[src/rtl/mwg_pkg.sv]
package mwg_pkg;
    localparam int CFG_W = 8;
    localparam int CNT_W = 2;

    typedef logic [CNT_W-1:0] wait_t;

    typedef enum logic {TGT_DRAM = 1'b0, TGT_CACHE = 1'b1} target_e;

    typedef struct packed {
        logic [1:0] rd_code;
        logic [1:0] wr_code;
    } mem_fields_t;

    typedef struct packed {
        logic       cache_en;
        logic       wr_fast;
    } cache_fields_t;

    function automatic wait_t dram_rd_wait(input logic [1:0] code);
        if (code == 2'b00) return wait_t'(2);
        return wait_t'(code - 2'b01);
    endfunction

    function automatic wait_t dram_wr_wait(input logic [1:0] code);
        return wait_t'(code);
    endfunction

    function automatic wait_t cache_wr_wait(input logic fast);
        return fast ? wait_t'(0) : wait_t'(1);
    endfunction
endpackage

[src/rtl/mwg_cfg_regs.sv]
module mwg_cfg_regs
    import mwg_pkg::*;
(
    input  logic             clk,
    input  logic             rst,
    input  logic             cfg_we,
    input  logic             cfg_sel,
    input  logic [CFG_W-1:0] cfg_wdata,
    output logic [CFG_W-1:0] cfg_rdata,
    output cache_fields_t    cache_f,
    output mem_fields_t      mem_f
);
    localparam int HALF = CFG_W / 2;

    logic [CFG_W-1:0] cache_byte;
    logic [HALF-1:0]  mem_hi;

    always_ff @(posedge clk) begin
        if (rst) begin
            cache_byte <= '0;
            mem_hi     <= '0;
        end else if (cfg_we) begin
            if (cfg_sel) mem_hi     <= cfg_wdata[CFG_W-1:HALF];
            else         cache_byte <= cfg_wdata;
        end
    end

    always_comb begin
        cfg_rdata = cfg_sel ? {mem_hi, {HALF{1'b1}}} : cache_byte;
        cache_f   = '{cache_en: cache_byte[4], wr_fast: cache_byte[0]};
        mem_f     = '{rd_code: mem_hi[3:2], wr_code: mem_hi[1:0]};
    end

    p_low_ones_r2: assert property (@(posedge clk) disable iff (rst)
        cfg_sel |-> cfg_rdata[HALF-1:0] == {HALF{1'b1}});
endmodule

[src/rtl/mwg_wait_decode.sv]
module mwg_wait_decode
    import mwg_pkg::*;
(
    input  logic          clk,
    input  logic          rst,
    input  cache_fields_t cache_f,
    input  mem_fields_t   mem_f,
    input  logic          cyc_write,
    input  target_e       target,
    output wait_t         n_wait
);
    logic use_cache;

    always_comb begin
        use_cache = (target == TGT_CACHE) && cache_f.cache_en;
        if (use_cache)
            n_wait = cyc_write ? cache_wr_wait(cache_f.wr_fast) : '0;
        else
            n_wait = cyc_write ? dram_wr_wait(mem_f.wr_code)
                               : dram_rd_wait(mem_f.rd_code);
    end

    p_cache_rd_zero_r6: assert property (@(posedge clk) disable iff (rst)
        (use_cache && !cyc_write) |-> n_wait == '0);
    p_rd_floor_r4: assert property (@(posedge clk) disable iff (rst)
        (!use_cache && !cyc_write && mem_f.rd_code != 2'b01) |-> n_wait != '0);
endmodule

[src/rtl/mwg_wait_counter.sv]
module mwg_wait_counter #(
    parameter int CNT_W = 2
) (
    input  logic             clk,
    input  logic             rst,
    input  logic             start,
    input  logic [CNT_W-1:0] n_wait,
    output logic             ready
);
    logic             busy;
    logic [CNT_W-1:0] cnt;

    always_ff @(posedge clk) begin
        if (rst) begin
            busy  <= 1'b0;
            cnt   <= '0;
            ready <= 1'b0;
        end else begin
            ready <= 1'b0;
            if (busy) begin
                if (cnt == '0) begin
                    ready <= 1'b1;
                    busy  <= 1'b0;
                end else begin
                    cnt <= cnt - 1'b1;
                end
            end else if (start) begin
                busy <= 1'b1;
                cnt  <= n_wait;
            end
        end
    end

    p_ready_due_r8: assert property (@(posedge clk) disable iff (rst)
        (busy && cnt == '0) |=> ready);
    p_ready_pulse_r8: assert property (@(posedge clk) disable iff (rst)
        ready |=> !ready);
    p_ignore_busy_r9: assert property (@(posedge clk) disable iff (rst)
        (busy && cnt != '0) |=> (busy && cnt == CNT_W'($past(cnt) - 1'b1)));
    p_capture_r10: assert property (@(posedge clk) disable iff (rst)
        (!busy && start) |=> (busy && cnt == $past(n_wait)));
endmodule

[src/rtl/mem_wait_gen.sv]
module mem_wait_gen
    import mwg_pkg::*;
(
    input  logic             clk,
    input  logic             rst,
    input  logic             cfg_we,
    input  logic             cfg_sel,
    input  logic [CFG_W-1:0] cfg_wdata,
    output logic [CFG_W-1:0] cfg_rdata,
    input  logic             cyc_start,
    input  logic             cyc_write,
    input  logic             cyc_cache,
    output logic             ready
);
    cache_fields_t cache_f;
    mem_fields_t   mem_f;
    wait_t         n_wait;
    target_e       target;

    assign target = cyc_cache ? TGT_CACHE : TGT_DRAM;

    mwg_cfg_regs u_regs (
        .clk(clk), .rst(rst), .cfg_we(cfg_we), .cfg_sel(cfg_sel),
        .cfg_wdata(cfg_wdata), .cfg_rdata(cfg_rdata),
        .cache_f(cache_f), .mem_f(mem_f)
    );

    mwg_wait_decode u_dec (
        .clk(clk), .rst(rst), .cache_f(cache_f), .mem_f(mem_f),
        .cyc_write(cyc_write), .target(target), .n_wait(n_wait)
    );

    mwg_wait_counter #(.CNT_W(CNT_W)) u_cnt (
        .clk(clk), .rst(rst), .start(cyc_start),
        .n_wait(n_wait), .ready(ready)
    );
endmodule

[config.mk]
export PLATFORM = sky130hd
export DESIGN_NAME = mem_wait_gen
export DESIGN_NICKNAME = d
export VERILOG_FILES = /design/src/rtl/mwg_pkg.sv /design/src/rtl/mwg_cfg_regs.sv /design/src/rtl/mwg_wait_decode.sv /design/src/rtl/mwg_wait_counter.sv /design/src/rtl/mem_wait_gen.sv
export SDC_FILE = /design/constraint.sdc
export NUM_CORES = 1
export LEC_CHECK = 0
export BUFFER_PORTS_ARGS = -buffer_cell sky130_fd_sc_hd__buf_4
export CORE_ASPECT_RATIO = 1.5
export CORE_MARGIN = 1.5
export CORE_UTILIZATION = 35
export DETAILED_ROUTE_END_ITERATION = 8
export GPL_TIMING_DRIVEN = 0
export HOLD_SLACK_MARGIN = 0.06
export PLACE_DENSITY = 0.63
export SLEW_MARGIN = 20
export SYNTH_ARGS = -nofsm -noshare
export SYNTH_HDL_FRONTEND = slang
export SYNTH_SLANG_ARGS = --single-unit
[constraint.sdc]
create_clock -name clk -period 1.5 [get_ports clk]
set_input_delay 0.3 -clock clk [delete_from_list [all_inputs] [get_ports clk]]
set_output_delay 0.3 -clock clk [all_outputs]
set_load 0.02 [all_outputs]
Word level (Yosys, flattened, before mapping)
Index checks and enable logic that the tools add are counted.

Bits of input ports: 15. Logic and storage cells: 35. Bits in registers: 16. Output and inout port bits: 9.

Reductions and logical operators: 8. Add/subtract/negate cells: 2. Muxes and demuxes: 17. Eq/ne operators: 1. Bitwise logic cells: 2.

Operator list (count): 2-bit 2-to-1 mux (8); 1-bit 2-to-1 mux (8); 8-bit 2-to-1 mux (1); 2-bit AND reduction (3); 2-bit logical NOT (2); 2-bit by 1-bit subtractor with 2-bit output, second input constant (2); 2-bit inequality test, second input constant (1); 1-bit NOT (2); 2-bit nonzero test (1); 2-bit OR reduction (1); 1-bit logical AND (1).

Longest topological paths before layout
Gate-level depths: netlist (run 1).

Depth after elaboration: 8. Mapped depth: 5. Gate-level depth less buffers: 5.

Cells and area by module
Synthesis (run 1) repeated with hierarchy kept, for this count alone.

Cell total of the unflattened synthesis: 89. Area total of the unflattened synthesis: 894.6 µm².

By module, submodules not included: mwg_cfg_regs (cells an instance 61, area each 630.6 µm², instances 1, sequential area each 240.2 µm²); mwg_wait_counter (cells an instance 20, area each 202.7 µm², instances 1, sequential area each 80.1 µm²); mwg_wait_decode (cells an instance 8, area each 61.3 µm², instances 1, sequential area each 0.0 µm²).

Least setup slack after synthesis (run 1)
OpenSTA, ideal clock, no wires.

Path kind: register -> register. Start point: register u_cnt.cnt[0]. End point: register u_cnt.cnt[1]. Clock period less this slack: 1159 ps. Path buffers: 0. Setup time: 86 ps. Setup slack: 341 ps. Cell stages (with the launch flop): 6. Data arrival time: 1073 ps. Data required time: 1414 ps. Cells stage by stage: dfxtp_1 inv_1 ha_1 nand2b_1 o211a_1 a221oi_2.

Word-level cells in the longest chain between the ends: 3. Elaborated cells between the ends (all ways): 6. Those cells by class: add/sub: 1; eq/ne: 1; mux: 2; reduce/logical: 2.

Ends and longest elaborated chain: from (decl) (line mwg_wait_counter.sv:11) `logic [CNT_W-1:0] cnt;`; from (signal assigned) (line mwg_wait_counter.sv:25) `cnt <= cnt - 1'b1;`; from (signal assigned) (line mwg_wait_counter.sv:29) `cnt <= n_wait;`; 2-bit by 1-bit subtractor with 2-bit output or 2-bit logical NOT (tied branches) (line mwg_wait_counter.sv:25, mwg_wait_counter.sv:21); 2-bit 2-to-1 mux or 2-bit inequality test (tied branches); 2-bit 2-to-1 mux or 2-bit AND reduction (tied branches).

Parallel ways exist; a longest one is shown, timed or not. The select of a mux whose other input is x is not followed. A chain may end at the register's enable or synchronous reset.

Worst setup path after layout (run 1)
Start point: input cfg_sel. End point: output cfg_rdata[4].

Word-level cells in the longest chain between the ends: 1.

Ends and longest elaborated chain: from (decl) (line mem_wait_gen.sv:7) `input logic cfg_sel,`; 8-bit 2-to-1 mux (line mwg_cfg_regs.sv:29) `cfg_rdata = cfg_sel ? {mem_hi, {HALF{1'b1}}} : cache_byte;`; to (decl) (line mem_wait_gen.sv:9) `output logic [CFG_W-1:0] cfg_rdata,`.

No other way between the ends.

==> results.ini, run 1 <==
[detailed_routing]
ant_nets = 0
initialDrtViolationCount = 3
dr_total_vias = 699
drt_first_pass_iters = 3
drt_wl_total_um = 1616
avgViaCountPerCell = 4.993
drc_errors = 0
wire_per_inst_um = 11.54

[logic_synthesis]
netlist_top_cells_count = nand2_1, dfxtp_1, a21oi_1, mux2_2
postSynthAreaPerCell_um2 = 8.214
synth_fp_nets = 109
post_synth_main_area_contributors = dfxtp_1, nand2_1, a21oi_1
yosysUniqueCellTypes = 21
post-synth-top-area-fraction_pct = 42.38
synth-async-reset-ratio_pct = 0
synth_edf_count = 0
yosysMostFrequentCell = nand2_1
ys.flop_type = dfxtp_1
ys_seq_area_share_pct = 42.38
syn_inst = 92
synth_largest_area_cell = dfxtp_1
netlist_area_um2 = 755.7
synth_seq_cells = 16
yosys_warnings = 0

[clock_tree]
cts_hold_buffers = 0
cts_root_buffer = clkbuf_4
cts_buffers = 3
clkTransAtPathRegs_ns = 0.09
clock_path_buffers = 2
post-cts-setup-buffers = 0
cts_tree = built
post_cts_resize_count = 0
clk_latency_ns = 0.28
htree_levels = 1
cts.sinks = 16

[pwr]
vdd_drop_max_uv = 617.5
p_leak_nw = 0.4374
p_per_area_nw_per_um2 = 963.6

[sta]
slew_viol_final = 0
rsz0062_at_grt = no
finalSetupViolations = 0
maxClockFrequency_ghz = 0.6987
setup_tns_ns = 0
hold_viol = 0
finalCritPeriodShare_pct = 95.42
relSlewSlack_pct = 74.50
period_minus_slack_ns = 1.431
fin_skew_ns = 0.001012
worstMarginPinSlew_ns = 0.3785

[global_routing]
grt_pass1_wl_um = 2608
overflow = 0
grt_usage_pct = 15.42
grt_max_degree = 11
antenna_found_initial = 0
grt_pass1_vias = 612

[setup_path]
rrSetupSlack_ns = 0.24
crit_arrival_ns = 1.13
start_kind = primary input
end_kind = primary output
crit_path_max_fanout = 10
worstSetupPathType = primary input to primary output
reg2regPathDepth = 5
worstPathRequired_ns = 1.20

[floorplan]
dieArea_um2 = 2453
coreArea_um2 = 2027
fp.dieW_um = 40.94
io_pins = 24
start_util_pct = 37.28
die_h_um = 59.91
rows = 20

[finish]
fillers = 211
nets = 136
stdcell_area_um2 = 984.7
drive_gt1_share_pct = 34.75
antenna_cells = 0
area_growth_syn_to_layout_pct = 30.30

[placement]
globalplace.congestion = 0.7215
hpwl_um = 1251
dpl_cell_area_um2 = 948.4
io_buffers = 22

[hold_path]
hold_path.class = primary input to flip-flop
hold_depth = 3

[run]
max-cap-violations = 0

[run_status]
status = finished clean

## registers in the layout, summed over array words and instances, names as in the netlist
register	cells
u_cnt.busy	1
u_cnt.ready	1
u_regs.cache_byte	8
u_cnt.cnt	2
u_regs.mem_f	4
## logic make-up (layout without fill, tap and decap cells)
group / after synthesis / after routing / share of synthesized area [%]
and+or+nand+nor: 40 / 40 / 24.84
AOI/OAI and AO/OA: 20 / 20 / 16.89
DFF: 16 / 16 / 42.38
buffers and inverters: 9 / 35 / 5.131
muxes: 5 / 5 / 7.450
adders and majority gates: 2 / 2 / 3.311
## worst max-delay path: stages
cell and delay (ns):
buf_4 0.12, buf_2 0.20, mux2_2 0.35, buf_4 0.16
## where the power goes
part | leakage, nW | internal, W | switching [W]
Combinational | 0.285 | 0.0000995 | 0.000101
Clock | 0.0210 | 0.000148 | 0.000131
Sequential | 0.131 | 0.000452 | 0.0000182
Total | 0.437 | 0.000699 | 0.000250
## layer usage
layer	wire, um	share of wire, %	GRT usage (%)
met5	0	0	0
met4	10	0.62	7.143
met3	67	4.1	2.230
met2	837	52	24.33
met1	700	43	19.72
## per-stage QoR
step	hold WS, ns	total power (W)	std cells	worst slack, ns	utilization (%)
finish	0.2590	0.0009489	140	0.06870	48.58
global route	0.2422	0.001011	140	0.02413	48.58
CTS	0.2470	0.0009676	140	0.06362	48.58
detailed placement	0.4420	0.0006835	136	0.06738	46.79
global placement	0.4374	0.0006787	136	0.04457	46.79
floorplan	0.4316	0.0006018	92	0.3408	-
## layout by cell type, fill, tap and decap left out, types with 3 or more instances in the layout
| cell type | instances |
|---|---|
| nand2_1 | 22 |
| buf_4 | 22 |
| dfxtp_1 | 16 |
| a21oi_1 | 13 |
| mux2_2 | 5 |
| inv_1 | 4 |
| buf_2 | 4 |
| or2_2 | 4 |
| nand3_1 | 4 |
| nor2b_1 | 3 |
| clkbuf_4 | 3 |
## final cells by class
| cell class | count | area (um2) | area share [%] |
|---|---|---|---|
| tap | 22 | 27.53 | 2.795 |
| inverter | 4 | 15.01 | 1.525 |
| timing repair buffer | 22 | 165.2 | 16.77 |
| sequential | 16 | 320.3 | 32.53 |
| clock buffer | 4 | 36.28 | 3.685 |
| buffer | 5 | 23.77 | 2.414 |
| multi-input combinational | 67 | 396.6 | 40.28 |
## path summary, 6_finish.rpt
path	start	end
setup / recovery	cfg_sel	cfg_rdata[4]
hold / removal	cfg_wdata[0]	u_regs.cache_byte[0]$_SDFFE_PP0P_
setup reg to reg	u_cnt.cnt[0]$_SDFFE_PP0P_	u_cnt.cnt[1]$_SDFFE_PP0P_
hold reg to reg	u_regs.cache_byte[3]$_SDFFE_PP0P_	u_regs.cache_byte[3]$_SDFFE_PP0P_
No activity file was read; power rests on OpenSTA's default activity.
==> run 2: changes to the inputs <==
--- a/config.mk
+++ b/config.mk
@@ -7,12 +7,12 @@
 export LEC_CHECK = 0
 export BUFFER_PORTS_ARGS = -buffer_cell sky130_fd_sc_hd__buf_4
 export CORE_ASPECT_RATIO = 1.5
-export CORE_MARGIN = 1.5
+export CORE_MARGIN = 2
 export CORE_UTILIZATION = 35
 export DETAILED_ROUTE_END_ITERATION = 8
 export GPL_TIMING_DRIVEN = 0
 export HOLD_SLACK_MARGIN = 0.06
-export PLACE_DENSITY = 0.63
+export PLACE_DENSITY = 0.55
 export SLEW_MARGIN = 20
 export SYNTH_ARGS = -nofsm -noshare
 export SYNTH_HDL_FRONTEND = slang
==> results.ini, run 2 (same netlist as run 1, synthesis figures left out) <==
[detailed_routing]
drt_wl_total_um = 1657
initialDrtViolationCount = 16
drt_first_pass_iters = 4
dr_total_vias = 688
drc_errors = 0
avgViaCountPerCell = 4.950
wire_per_inst_um = 11.92
ant_nets = 0

[pwr]
power.total_w = 0.0008873
p_leak_nw = 0.4302
p_per_area_nw_per_um2 = 913.9
vdd_drop_max_uv = 384.5

[global_routing]
overflow = 0
antenna_found_initial = 0
grt_usage_pct = 14.55
grt_max_degree = 11
grt_pass1_wl_um = 2801
grt_pass1_vias = 682

[sta]
finalSetupViolations = 0
maxClockFrequency_ghz = 0.6963
hold_viol = 0
worstMarginPinSlew_ns = 0.4022
finalCritPeriodShare_pct = 95.74
setup_tns_ns = 0
rsz0062_at_grt = no
fin_skew_ns = 0.0003557
slew_viol_final = 0
relSlewSlack_pct = 73.19
period_minus_slack_ns = 1.436

[finish]
final_cell_mix = nand2_1, buf_4, dfxtp_1, a21oi_1, mux2_2
area_growth_syn_to_layout_pct = 28.48
antenna_cells = 0
nets = 136
fillers = 218
largest_reg_flops = 8
drive_gt1_share_pct = 34.19
largest_register = u_regs.cache_byte

[setup_path]
max_stage_delay_ns = 0.35
end_kind = primary output
reg2regPathDepth = 5
worstPathCellList = buf_4 > buf_2 > mux2_2 > buf_4
worstSetupPathType = primary input to primary output
worstPathRequired_ns = 1.20
crit_path_max_fanout = 10
crit_arrival_ns = 1.14
path_common_cell = buf_4
start_kind = primary input
critPathSlowestCell = mux2_2

[clock_tree]
cts.sinks = 16
post-cts-setup-buffers = 0
cts_root_buffer = clkbuf_4
htree_levels = 1
clk_latency_ns = 0.28
post_cts_resize_count = 0
cts_tree = built
clkTransAtPathRegs_ns = 0.08
cts_buffers = 3
clock_path_buffers = 2
cts_hold_buffers = 0

[run_status]
status = finished clean

[floorplan]
start_util_pct = 37.28
rows = 20
io_pins = 24
dieArea_um2 = 2555
die_h_um = 60.91
coreArea_um2 = 2027
fp.dieW_um = 41.94

[placement]
hpwl_um = 1285
io_buffers = 22
globalplace.congestion = 0.7193

[hold_path]
hold_path.class = primary input to flip-flop
hold_depth = 3

[run]
max-cap-violations = 0

[run 2: per-layer routing]
layer	up-vias	track usage, %	wire length [um]
met2	15	26.56	871
met3	2	2.083	68
met4	0	8.295	21
met5	-	0	0
met1	311	16.18	696
li1	360	-	-
[run 2: metrics by stage]
stage          worst slack (ns)  hold slack [ns]  util, %  cells  instance area [um2]
6_report                0.06394           0.2643    47.90    139                970.9
5_1_grt                 0.01866           0.2715    47.90    139                970.9
4_1_cts                 0.05583           0.2576    47.90    139                970.9
3_5_place_dp            0.05999           0.4441    46.79    136                948.4
3_3_place_gp            0.03346           0.4376    46.79    136                948.4
2_1_floorplan            0.3408           0.4316        -     92                755.7
[run 2: where the power goes]
group,switching [W],leakage [nW],internal [W],total (W)
registers,0.0000180,0.131,0.000452,0.000470
logic,0.000101,0.285,0.0000996,0.000201
clock network,0.000123,0.0138,0.0000930,0.000216
[run 2: cell type report]
cell class	count	area [um2]	area share, %
clock buffers	3	22.52	2.320
repair buffers	22	165.2	17.01
well taps	22	27.53	2.835
flip-flops and latches	16	320.3	32.99
plain buffers	5	23.77	2.448
inverters	4	15.01	1.546
multi-input cells	67	396.6	40.85
[run 2: final timing paths]
path | start | end | slack (ns)
min | cfg_wdata[0] | u_regs.cache_byte[0]$_SDFFE_PP0P_ | 0.26
min reg2reg | u_regs.cache_byte[3]$_SDFFE_PP0P_ | u_regs.cache_byte[3]$_SDFFE_PP0P_ | 0.46
max | cfg_sel | cfg_rdata[4] | 0.06
max reg2reg | u_regs.mem_f[2]$_SDFFE_PP0P_ | u_cnt.cnt[1]$_SDFFE_PP0P_ | 0.25
[run 2: worst max-delay path, delay by kind of cell]
family,cells,cell delay [ns]
muxes,1,0.35
buffers and inverters,3,0.49
